==> src/rtl/cal_pkg.sv <==
// Shared types and helpers for the calendar clock.
// Assumes fields are kept in plain binary, year as offset from 2000.
package cal_pkg;

    typedef struct packed {
        logic [2:0] wday;
        logic [6:0] year;
        logic [3:0] month;
        logic [4:0] day;
        logic [4:0] hour;
        logic [5:0] min;
        logic [5:0] sec;
    } cal_t;

    localparam int NFIELD = 7;
    localparam int F_SEC   = 0;
    localparam int F_MIN   = 1;
    localparam int F_HOUR  = 2;
    localparam int F_DAY   = 3;
    localparam int F_MONTH = 4;
    localparam int F_YEAR  = 5;
    localparam int F_WDAY  = 6;

    localparam cal_t CAL_RESET = '{wday: 3'd5, year: 7'd0, month: 4'd1,
                                   day: 5'd1, hour: 5'd0, min: 6'd0, sec: 6'd0};

    // Last valid day of a month; leap when year offset is a multiple of 4.
    function automatic logic [4:0] month_len(input logic [3:0] m, input logic [6:0] y);
        logic [4:0] len;
        case (m)
            4'd2:                      len = (y[1:0] == 2'b00) ? 5'd29 : 5'd28;
            4'd4, 4'd6, 4'd9, 4'd11:   len = 5'd30;
            default:                   len = 5'd31;
        endcase
        return len;
    endfunction

endpackage

==> src/rtl/tick_divider.sv <==
// Two-stage clock divider: a prescaler of PRESCALE cycles feeds a
// compare divider of CMP_DIV strobes. Emits a registered one-cycle tick.
// Assumes PRESCALE >= 2 and CMP_DIV >= 2.
module tick_divider #(
    parameter int PRESCALE = 256,
    parameter int CMP_DIV  = 80
) (
    input  logic clk,
    input  logic rst_n,
    output logic tick
);
    localparam int PW = $clog2(PRESCALE);
    localparam int CW = $clog2(CMP_DIV);
    localparam logic [PW-1:0] P_LAST = PW'(PRESCALE - 1);
    localparam logic [CW-1:0] C_LAST = CW'(CMP_DIV - 1);

    logic [PW-1:0] pre_q;
    logic [CW-1:0] cmp_q;
    logic          strobe;

    assign strobe = (pre_q == P_LAST);

    // Prescaler stage: free-running count of system clocks.
    always_ff @(posedge clk) begin
        if (!rst_n)      pre_q <= '0;
        else if (strobe) pre_q <= '0;
        else             pre_q <= pre_q + 1'b1;
    end

    // Compare stage: counts prescaler strobes and clears on match.
    always_ff @(posedge clk) begin
        if (!rst_n)              cmp_q <= '0;
        else if (strobe)         cmp_q <= (cmp_q == C_LAST) ? '0 : cmp_q + 1'b1;
    end

    // Tick register: one pulse per completed compare period.
    always_ff @(posedge clk) begin
        if (!rst_n) tick <= 1'b0;
        else        tick <= strobe && (cmp_q == C_LAST);
    end
endmodule

==> src/rtl/sec_counter.sv <==
// Counts ticks down from TICKS_PER_SEC; flags the tick that completes a
// second. A reload request restarts the count and wins over a tick.
module sec_counter #(
    parameter int TICKS_PER_SEC = 200
) (
    input  logic clk,
    input  logic rst_n,
    input  logic tick,
    input  logic reload,
    output logic sec_pulse
);
    localparam int TW = $clog2(TICKS_PER_SEC + 1);
    localparam logic [TW-1:0] TOP = TW'(TICKS_PER_SEC);
    localparam logic [TW-1:0] ONE = TW'(1);

    logic [TW-1:0] cnt_q;

    assign sec_pulse = tick && (cnt_q == ONE);

    // Down-count of ticks with reload at the end of each second.
    always_ff @(posedge clk) begin
        if (!rst_n)      cnt_q <= TOP;
        else if (reload) cnt_q <= TOP;
        else if (tick)   cnt_q <= (cnt_q == ONE) ? TOP : cnt_q - 1'b1;
    end
endmodule

==> src/rtl/cal_advance.sv <==
// Combinational one-second step of the calendar with per-field change
// vector. Assumes the input is a valid time and date.
module cal_advance
    import cal_pkg::*;
(
    input  cal_t              cur,
    output cal_t              nxt,
    output logic [NFIELD-1:0] diff
);
    logic [NFIELD-1:0][6:0] cur_f, nxt_f;

    // Ripple-carry step through seconds, minutes, hours, day, month, year.
    always_comb begin
        nxt = cur;
        if (cur.sec != 6'd59) begin
            nxt.sec = cur.sec + 6'd1;
        end else begin
            nxt.sec = 6'd0;
            if (cur.min != 6'd59) begin
                nxt.min = cur.min + 6'd1;
            end else begin
                nxt.min = 6'd0;
                if (cur.hour != 5'd23) begin
                    nxt.hour = cur.hour + 5'd1;
                end else begin
                    nxt.hour = 5'd0;
                    nxt.wday = (cur.wday == 3'd6) ? 3'd0 : cur.wday + 3'd1;
                    if (cur.day != month_len(cur.month, cur.year)) begin
                        nxt.day = cur.day + 5'd1;
                    end else begin
                        nxt.day = 5'd1;
                        if (cur.month != 4'd12) begin
                            nxt.month = cur.month + 4'd1;
                        end else begin
                            nxt.month = 4'd1;
                            nxt.year  = (cur.year == 7'd99) ? 7'd0 : cur.year + 7'd1;
                        end
                    end
                end
            end
        end
    end

    // Widen every field to a common width for the per-field compare.
    always_comb begin
        cur_f[F_SEC]   = {1'b0, cur.sec};   nxt_f[F_SEC]   = {1'b0, nxt.sec};
        cur_f[F_MIN]   = {1'b0, cur.min};   nxt_f[F_MIN]   = {1'b0, nxt.min};
        cur_f[F_HOUR]  = {2'b0, cur.hour};  nxt_f[F_HOUR]  = {2'b0, nxt.hour};
        cur_f[F_DAY]   = {2'b0, cur.day};   nxt_f[F_DAY]   = {2'b0, nxt.day};
        cur_f[F_MONTH] = {3'b0, cur.month}; nxt_f[F_MONTH] = {3'b0, nxt.month};
        cur_f[F_YEAR]  = cur.year;          nxt_f[F_YEAR]  = nxt.year;
        cur_f[F_WDAY]  = {4'b0, cur.wday};  nxt_f[F_WDAY]  = {4'b0, nxt.wday};
    end

    for (genvar i = 0; i < NFIELD; i++) begin : g_diff
        assign diff[i] = (cur_f[i] != nxt_f[i]);
    end
endmodule

==> src/rtl/cal_clock_top.sv <==
// Calendar clock top: divider, second counter, one-second step and the
// field registers. A load overwrites all fields and has priority.
module cal_clock_top
    import cal_pkg::*;
#(
    parameter int PRESCALE      = 256,
    parameter int CMP_DIV       = 80,
    parameter int TICKS_PER_SEC = 200
) (
    input  logic       clk,
    input  logic       rst_n,
    input  logic       load_valid,
    input  logic [5:0] load_sec,
    input  logic [5:0] load_min,
    input  logic [4:0] load_hour,
    input  logic [4:0] load_day,
    input  logic [3:0] load_month,
    input  logic [6:0] load_year,
    input  logic [2:0] load_wday,
    output logic [5:0] sec,
    output logic [5:0] min,
    output logic [4:0] hour,
    output logic [4:0] day,
    output logic [3:0] month,
    output logic [6:0] year,
    output logic [2:0] wday,
    output logic [6:0] chg_flags
);
    logic              tick;
    logic              sec_pulse;
    cal_t              cal_q, cal_nxt, cal_ld;
    logic [NFIELD-1:0] diff, flags_q;

    tick_divider #(.PRESCALE(PRESCALE), .CMP_DIV(CMP_DIV)) u_div (
        .clk(clk), .rst_n(rst_n), .tick(tick)
    );

    sec_counter #(.TICKS_PER_SEC(TICKS_PER_SEC)) u_sec (
        .clk(clk), .rst_n(rst_n), .tick(tick), .reload(load_valid),
        .sec_pulse(sec_pulse)
    );

    cal_advance u_adv (.cur(cal_q), .nxt(cal_nxt), .diff(diff));

    assign cal_ld = '{wday: load_wday, year: load_year, month: load_month,
                      day: load_day, hour: load_hour, min: load_min, sec: load_sec};

    // Field registers and change vector: load first, then advance.
    always_ff @(posedge clk) begin
        if (!rst_n) begin
            cal_q   <= CAL_RESET;
            flags_q <= '0;
        end else if (load_valid) begin
            cal_q   <= cal_ld;
            flags_q <= '1;
        end else if (sec_pulse) begin
            cal_q   <= cal_nxt;
            flags_q <= diff;
        end else begin
            flags_q <= '0;
        end
    end

    assign sec       = cal_q.sec;
    assign min       = cal_q.min;
    assign hour      = cal_q.hour;
    assign day       = cal_q.day;
    assign month     = cal_q.month;
    assign year      = cal_q.year;
    assign wday      = cal_q.wday;
    assign chg_flags = flags_q;
endmodule

==> config.mk <==
export PLATFORM = sky130hd
export DESIGN_NAME = cal_clock_top
export DESIGN_NICKNAME = d
export VERILOG_FILES = /design/src/rtl/cal_pkg.sv /design/src/rtl/tick_divider.sv /design/src/rtl/sec_counter.sv /design/src/rtl/cal_advance.sv /design/src/rtl/cal_clock_top.sv
export SDC_FILE = /design/constraint.sdc
export NUM_CORES = 1
export LEC_CHECK = 0
export BUFFER_PORTS_ARGS = -buffer_cell sky130_fd_sc_hd__clkbuf_2
export CAP_MARGIN = 20
export CORE_MARGIN = 5
export CORE_UTILIZATION = 25
export DETAILED_ROUTE_END_ITERATION = 8
export PLACE_DENSITY = 0.51
export SYNTH_ARGS = -nofsm -noshare
export SYNTH_HDL_FRONTEND = slang
export SYNTH_SLANG_ARGS = --single-unit
==> constraint.sdc <==
create_clock -name clk -period 2.7 [get_ports clk]
set_clock_uncertainty 0.2 [all_clocks]
set_input_delay 0.405 -clock clk [delete_from_list [all_inputs] [get_ports clk]]
set_output_delay 0.405 -clock clk [all_outputs]
set_load 0.01 [all_outputs]
==> results.yml, run 1 <==
run_status:
  status: "completed"
sta:
  min_period_over_period_pct: 95.9
  finalSetupViolations: 0
  slew_violations: 0
  finalHoldViolCount: 0
  worst_slew_pin_slew_ns: 0.639
  slew_headroom_pct: 57.0
  max_freq_ghz: 0.386
  rsz0062_at_grt: "no"
  finalSetupTns_ns: 0
  period_minus_slack_ns: 2.59
final_layout:
  multi_input_area_um2: 2180
  stdcell_area_um2: 4700
  drive_gt1_share_pct: 26.5
  final-seq-area_um2: 1340
  n_antenna_cell: 0
  fill_cells: 1524
  nets: 577
  area_growth_pct: 29.8
clocking:
  cts_max_path_buffers: 2
  htree_levels: 3
  cts_root_buffer: "clkbuf_16"
  postCtsSetupBuffers: 0
  clkTransAtPathRegs_ns: 0.06
  clk_latency_ns: 0.34
  cts_buffers: 9
  numClockSinks: 67
  hold_buffers: 0
  cts_tree: "yes"
placed_design:
  dp_hpwl_mm: 8.37
  place_area_um2: 4360
  gp_congestion: 0.873
  io_buffers: 81
critical_path:
  worstPathCellList: "ha_1, nand3b_4, or4_4, nor2_8, o211ai_4, or4_1, a31oi_2"
  worst-path-max-fanout: 5
  crit_path_top_delay_cell: "or4_4"
  path_depth: 7
  max_stage_delay_ns: 0.59
  crit_path_start_kind: "flip-flop"
  reg2reg_slack_ns: 0.11
  crit_buf_inv: 0
  reg2reg_depth: 7
  critPathTopFamily: "simple AND/OR/NAND/NOR gates"
  path_class: "flip-flop to flip-flop"
  r2r_start: "sec[1]$_SDFFE_PN0P_"
  arrival_ns: 2.64
  r2r-end: "month[3]$_SDFFE_PN0P_"
  end_kind: "flip-flop"
  worstPathRequired_ns: 2.75
routing:
  viasPerCell: 5.06
  wl_mm: 11.2
  first_pass_iters: 4
  drt-initial-drc-count: 179
  wl_per_cell_um: 15.7
  vias: 3606
  drc_errors: 0
  ant_nets: 0
synthesis:
  ys_seq_elements: 67
  syn_area_per_cell_um2: 8.47
  synth_xor_area_share_pct: 4.11
  synth_fp_nets: 480
  synth-seq-area-share_pct: 37.1
  synth_top_cell_by_area: "dfxtp_1"
  synthCells: 427
  synth.mux.area_fraction_pct: 4.05
  synth_top_cells_by_area: "dfxtp_1, nor2_1, ha_1"
  ys_types: 62
  ys_async_sr_fraction_pct: 0
  synth_fa_ha_area_share_pct: 4.84
  synth_warnings: 0
  synth_edf_count: 0
  synth_compound_area_share_pct: 19.4
  synth_ff_type: "dfxtp_1"
  synth_top_family_by_area: "simple AND/OR/NAND/NOR gates"
  synth_top_area_share_pct: 37.1
  synth_common_cells: "dfxtp_1, nor2_1, nand2_1"
  yosysMostFrequentCell: "dfxtp_1"
  yosys.area_share.simple_pct: 27.5
  syn_area_um2: 3620
die:
  core_area_um2: 14400
  die_h_um: 130
  start_util_pct: 25.2
  dieArea_um2: 17000
  rows: 44
  fp.dieW_um: 130
  io_pins: 82
pwr:
  p_switching_uw: 675
  ir_drop_mv: 0.281
  clkPwrFrac_pct: 48.1
  seq_power_share_pct: 41.4
  combPwrFrac_pct: 10.5
  p_leak_uw: 0.00196
  internal_power_uw: 1960
  cellPowerDensity_nw_per_um2: 561
  p_sw_share_pct: 25.6
min_path:
  hold-path-endpoint: "sec[3]$_SDFFE_PN0P_"
  hold_path.class: "input pin to flip-flop"
  worstHoldPathCells: 2
  hp-start: "load_sec[3]"
global_routing:
  gr-total-overflow: 0
  grtUsageTotal_pct: 13.3
  first_global_vias: 3595
  antenna_found_initial: 0
  grt_max_degree: 36
  grt_pass1_wl_mm: 18.0
run:
  max-cap-violations: 0
==> layout make-up <==
type / count / area share, %
well taps: 184 / 4.90
clock inverters: 7 / 1.97
flip-flops and latches: 67 / 28.6
inverters: 10 / 0.799
multi-input cells: 331 / 46.5
repair buffers: 105 / 12.5
clock buffers: 9 / 4.79
==> worst max-delay path by stage <==
stage,from,end,slack [ns]
detailed placement,month[0]$_SDFFE_PN1P_,year[4]$_SDFFE_PN0P_,0.09
CTS,month[0]$_SDFFE_PN1P_,year[4]$_SDFFE_PN0P_,0.09
global placement,month[0]$_SDFFE_PN1P_,year[4]$_SDFFE_PN0P_,0.23
finish,sec[1]$_SDFFE_PN0P_,month[3]$_SDFFE_PN0P_,0.11
global route,hour[0]$_SDFFE_PN0P_,month[3]$_SDFFE_PN0P_,0.002
floorplan,month[0]$_SDFFE_PN1P_,month[3]$_SDFFE_PN0P_,0.27
==> flip-flops by register name (all words and copies together), names as in the netlist <==
signal and cells:
wday 3, day 5, hour 5, year 7, chg_flags 7, u_sec.cnt_q 8
month 4, u_div.cmp_q 7, u_div.tick 1, u_div.pre_q 8, sec 6, min 6
==> per-stage QoR <==
stage               setup WS [ns]  hold WS, ns  cells  utilization (%)  power (uW)
floorplan                   0.266        0.230    427                -        1250
global placement            0.232        0.246    697             30.3        1380
detailed placement         0.0919        0.256    697             30.3        1390
CTS                        0.0876       0.0819    713             32.5        2660
global route              0.00159       0.0919    713             32.7        2750
finish                      0.111       0.0943    713             32.7        2640
==> cell families after synthesis <==
kind of cell	count (synthesis)
and+or+nand+nor	182
xor gates and xnor gates	17
buffers and inverters	29
AOI/OAI and AO/OA	104
DFF	67
muxes	14
adders and majority gates	14
==> routing by layer <==
metal  up-vias  track usage (%)  share of wire (%)
met4         0             2.81               0.78
met3         9             4.09                5.0
met2        91             21.0                 46
met1      1740             18.1                 48
li1       1766                -                  -
met5         -                0                  0
==> power groups by stage <==
stage                     clock [uW]  combinational, uW  sequential, uW
after floorplan                    0                132            1120
after global placement             0                274            1110
after detailed placement           0                277            1110
after CTS                       1300                279            1090
after global routing            1340                311            1100
final                           1270                278            1090
==> placed cells by master (no fill, tap or decap), types with 3 or more instances in the layout <==
cell and count:
nand2_1 40, ha_1 13, clkbuf_2 81, a21boi_0 4
o31ai_1 5, inv_1 8, or3_1 5, buf_4 24
o21ai_0 29, nand4b_1 4, nor4_1 4, nand2b_1 3
nor2b_1 7, clkbuf_16 9, dfxtp_1 67, o311ai_0 4
nand4_1 5, o211ai_1 6, o211a_1 3, nand3b_1 3
or2_2 3, nor3_1 10, clkinv_2 3, xnor2_1 6
and2_1 3, mux2i_1 11, nor3b_1 3, xor2_1 11
a31oi_1 8, nand3_1 20, nor2_1 47, and3_1 10
a211oi_1 10, a21oi_1 15
==> what timing repair did <==
item | 4_1_cts | 5_1_grt
endpoints found under the setup margin | 0 | 5
endpoints found under the hold margin | 0 | 0
resized for setup | 0 | 5
Power figures use the tool's default switching activity.
==> run 2, diff against run 1 <==
PLACE_DENSITY = unset   (was 0.51)
SLEW_MARGIN = 20   (was unset)
==> run 2 against run 1 <==
Hold slack worse by 0.016 ns. Maximum frequency is 2.1% higher. Count of clock-buffer cells in the layout stayed put. Power is 5.2% lower. Critical path type unchanged. Largest power group unchanged.
==> results.yml, run 2 (synthesized netlist as in run 1, its figures left out) <==
clocking:
  htree_levels: 3
  clk_latency_ns: 0.34
  postCtsSetupBuffers: 0
  cts_root_buffer: "clkbuf_16"
  cts_max_path_buffers: 2
  cts_buffers: 9
  cts_tree: "yes"
  numClockSinks: 67
  clkTransAtPathRegs_ns: 0.06
routing:
  ant_nets: 0
  vias: 3580
  viasPerCell: 5.04
  wl_mm: 11.0
  first_pass_iters: 4
  drt-initial-drc-count: 229
  wl_per_cell_um: 15.5
  drc_errors: 0
sta:
  worst_slew_pin_slew_ns: 0.694
  min_period_over_period_pct: 93.9
  period_minus_slack_ns: 2.54
  finalSetupTns_ns: 0
  max_freq_ghz: 0.394
  finalSetupViolations: 0
  slew_violations: 0
  fin_ws_ns: 0.164
  slew_headroom_pct: 53.1
  finalHoldViolCount: 0
  rsz0062_at_grt: "no"
min_path:
  hold_path.class: "input pin to flip-flop"
  worstHoldPathCells: 2
  hp-start: "load_sec[3]"
die:
  dieArea_um2: 17000
  core_area_um2: 14400
  die_h_um: 130
  rows: 44
  io_pins: 82
  fp.dieW_um: 130
  start_util_pct: 25.2
final_layout:
  mostFrequentLayoutCell: "clkbuf_2"
  nets: 575
  drive_gt1_share_pct: 25.8
  area_growth_pct: 28.2
  top_regs: "u_div.pre_q x8, u_sec.cnt_q x8"
  n_antenna_cell: 0
  final_cell_mix: "clkbuf_2, dfxtp_1, nor2_1, nand2_1, o21ai_0"
  fill_cells: 1514
critical_path:
  reg2reg_depth: 7
  worstPathRequired_ns: 2.75
  reg2reg_slack_ns: 0.16
  worst-path-max-fanout: 5
  path_class: "flip-flop to flip-flop"
  crit_path_start: "sec[0]$_SDFFE_PN0P_"
  arrival_ns: 2.59
  r2r_start: "sec[0]$_SDFFE_PN0P_"
  end_kind: "flip-flop"
  crit_path_start_kind: "flip-flop"
pwr:
  cellPowerDensity_nw_per_um2: 539
  ir_drop_mv: 0.272
  p_leak_uw: 0.00192
global_routing:
  grt_max_degree: 29
  grt_pass1_wl_mm: 17.9
  gr-total-overflow: 0
  first_global_vias: 3502
  grtUsageTotal_pct: 13.2
  antenna_found_initial: 0
run:
  max-cap-violations: 0
run_status:
  status: "completed"
placed_design:
  io_buffers: 81
  dp_slack_ns: 0.115
  dp_hpwl_mm: 8.42
  gp_congestion: 0.874
[run 2: worst max-delay path, stage by stage, from the launching register on]
cell      delay (ns)
dfxtp_1         0.39
ha_1            0.28
nand3b_4        0.11
or4_4           0.59
nor2_8          0.16
o211ai_1        0.20
or2_1           0.30
o311ai_1        0.22
[run 2: routing by layer]
layer,GRT usage (%),vias up,share of wire (%)
li1,-,1761,-
met1,17.2,1712,46
met2,21.4,94,47
met3,4.13,13,6.2
met4,2.69,0,0.88
met5,0,-,0
[run 2: report_power, final]
group / leakage, uW / internal, uW / switching, uW
sequential: 0.000551 / 1030 / 59.5
combinational: 0.00124 / 121 / 152
clock: 0.000131 / 635 / 497
[run 2: area by class of cell]
class / count / area [um2] / area share (%)
timing repair buffer: 103 / 571 / 12.3
inverter: 10 / 37.5 / 0.809
sequential: 67 / 1340 / 28.9
tap: 184 / 230 / 4.96
clock inverter: 7 / 60.1 / 1.29
multi-input combinational: 331 / 2170 / 46.8
clock buffer: 9 / 225 / 4.85
[run 2: path summary, 6_finish.rpt]
kind / to
setup / recovery: year[3]$_SDFFE_PN0P_
hold / removal: sec[3]$_SDFFE_PN0P_
setup reg to reg: year[3]$_SDFFE_PN0P_
hold reg to reg: u_div.pre_q[0]$_SDFF_PP0_
[run 2: per-stage QoR]
| stage | hold slack, ns | cells | utilization, % | instance area [um2] | power, uW |
|---|---|---|---|---|---|
| floorplan | 0.230 | 427 | - | 3620 | 1250 |
| global placement | 0.242 | 695 | 30.2 | 4340 | 1380 |
| detailed placement | 0.261 | 695 | 30.2 | 4340 | 1390 |
| CTS | 0.0712 | 711 | 32.2 | 4630 | 2530 |
| global route | 0.0877 | 711 | 32.3 | 4640 | 2600 |
| finish | 0.0787 | 711 | 32.3 | 4640 | 2500 |
[run 2: timing repair]
| action | 4_1_cts | 5_1_grt |
|---|---|---|
| hold buffers | 0 | 0 |
| endpoints found under the setup margin | 0 | 5 |
| resized for setup | 0 | 3 |
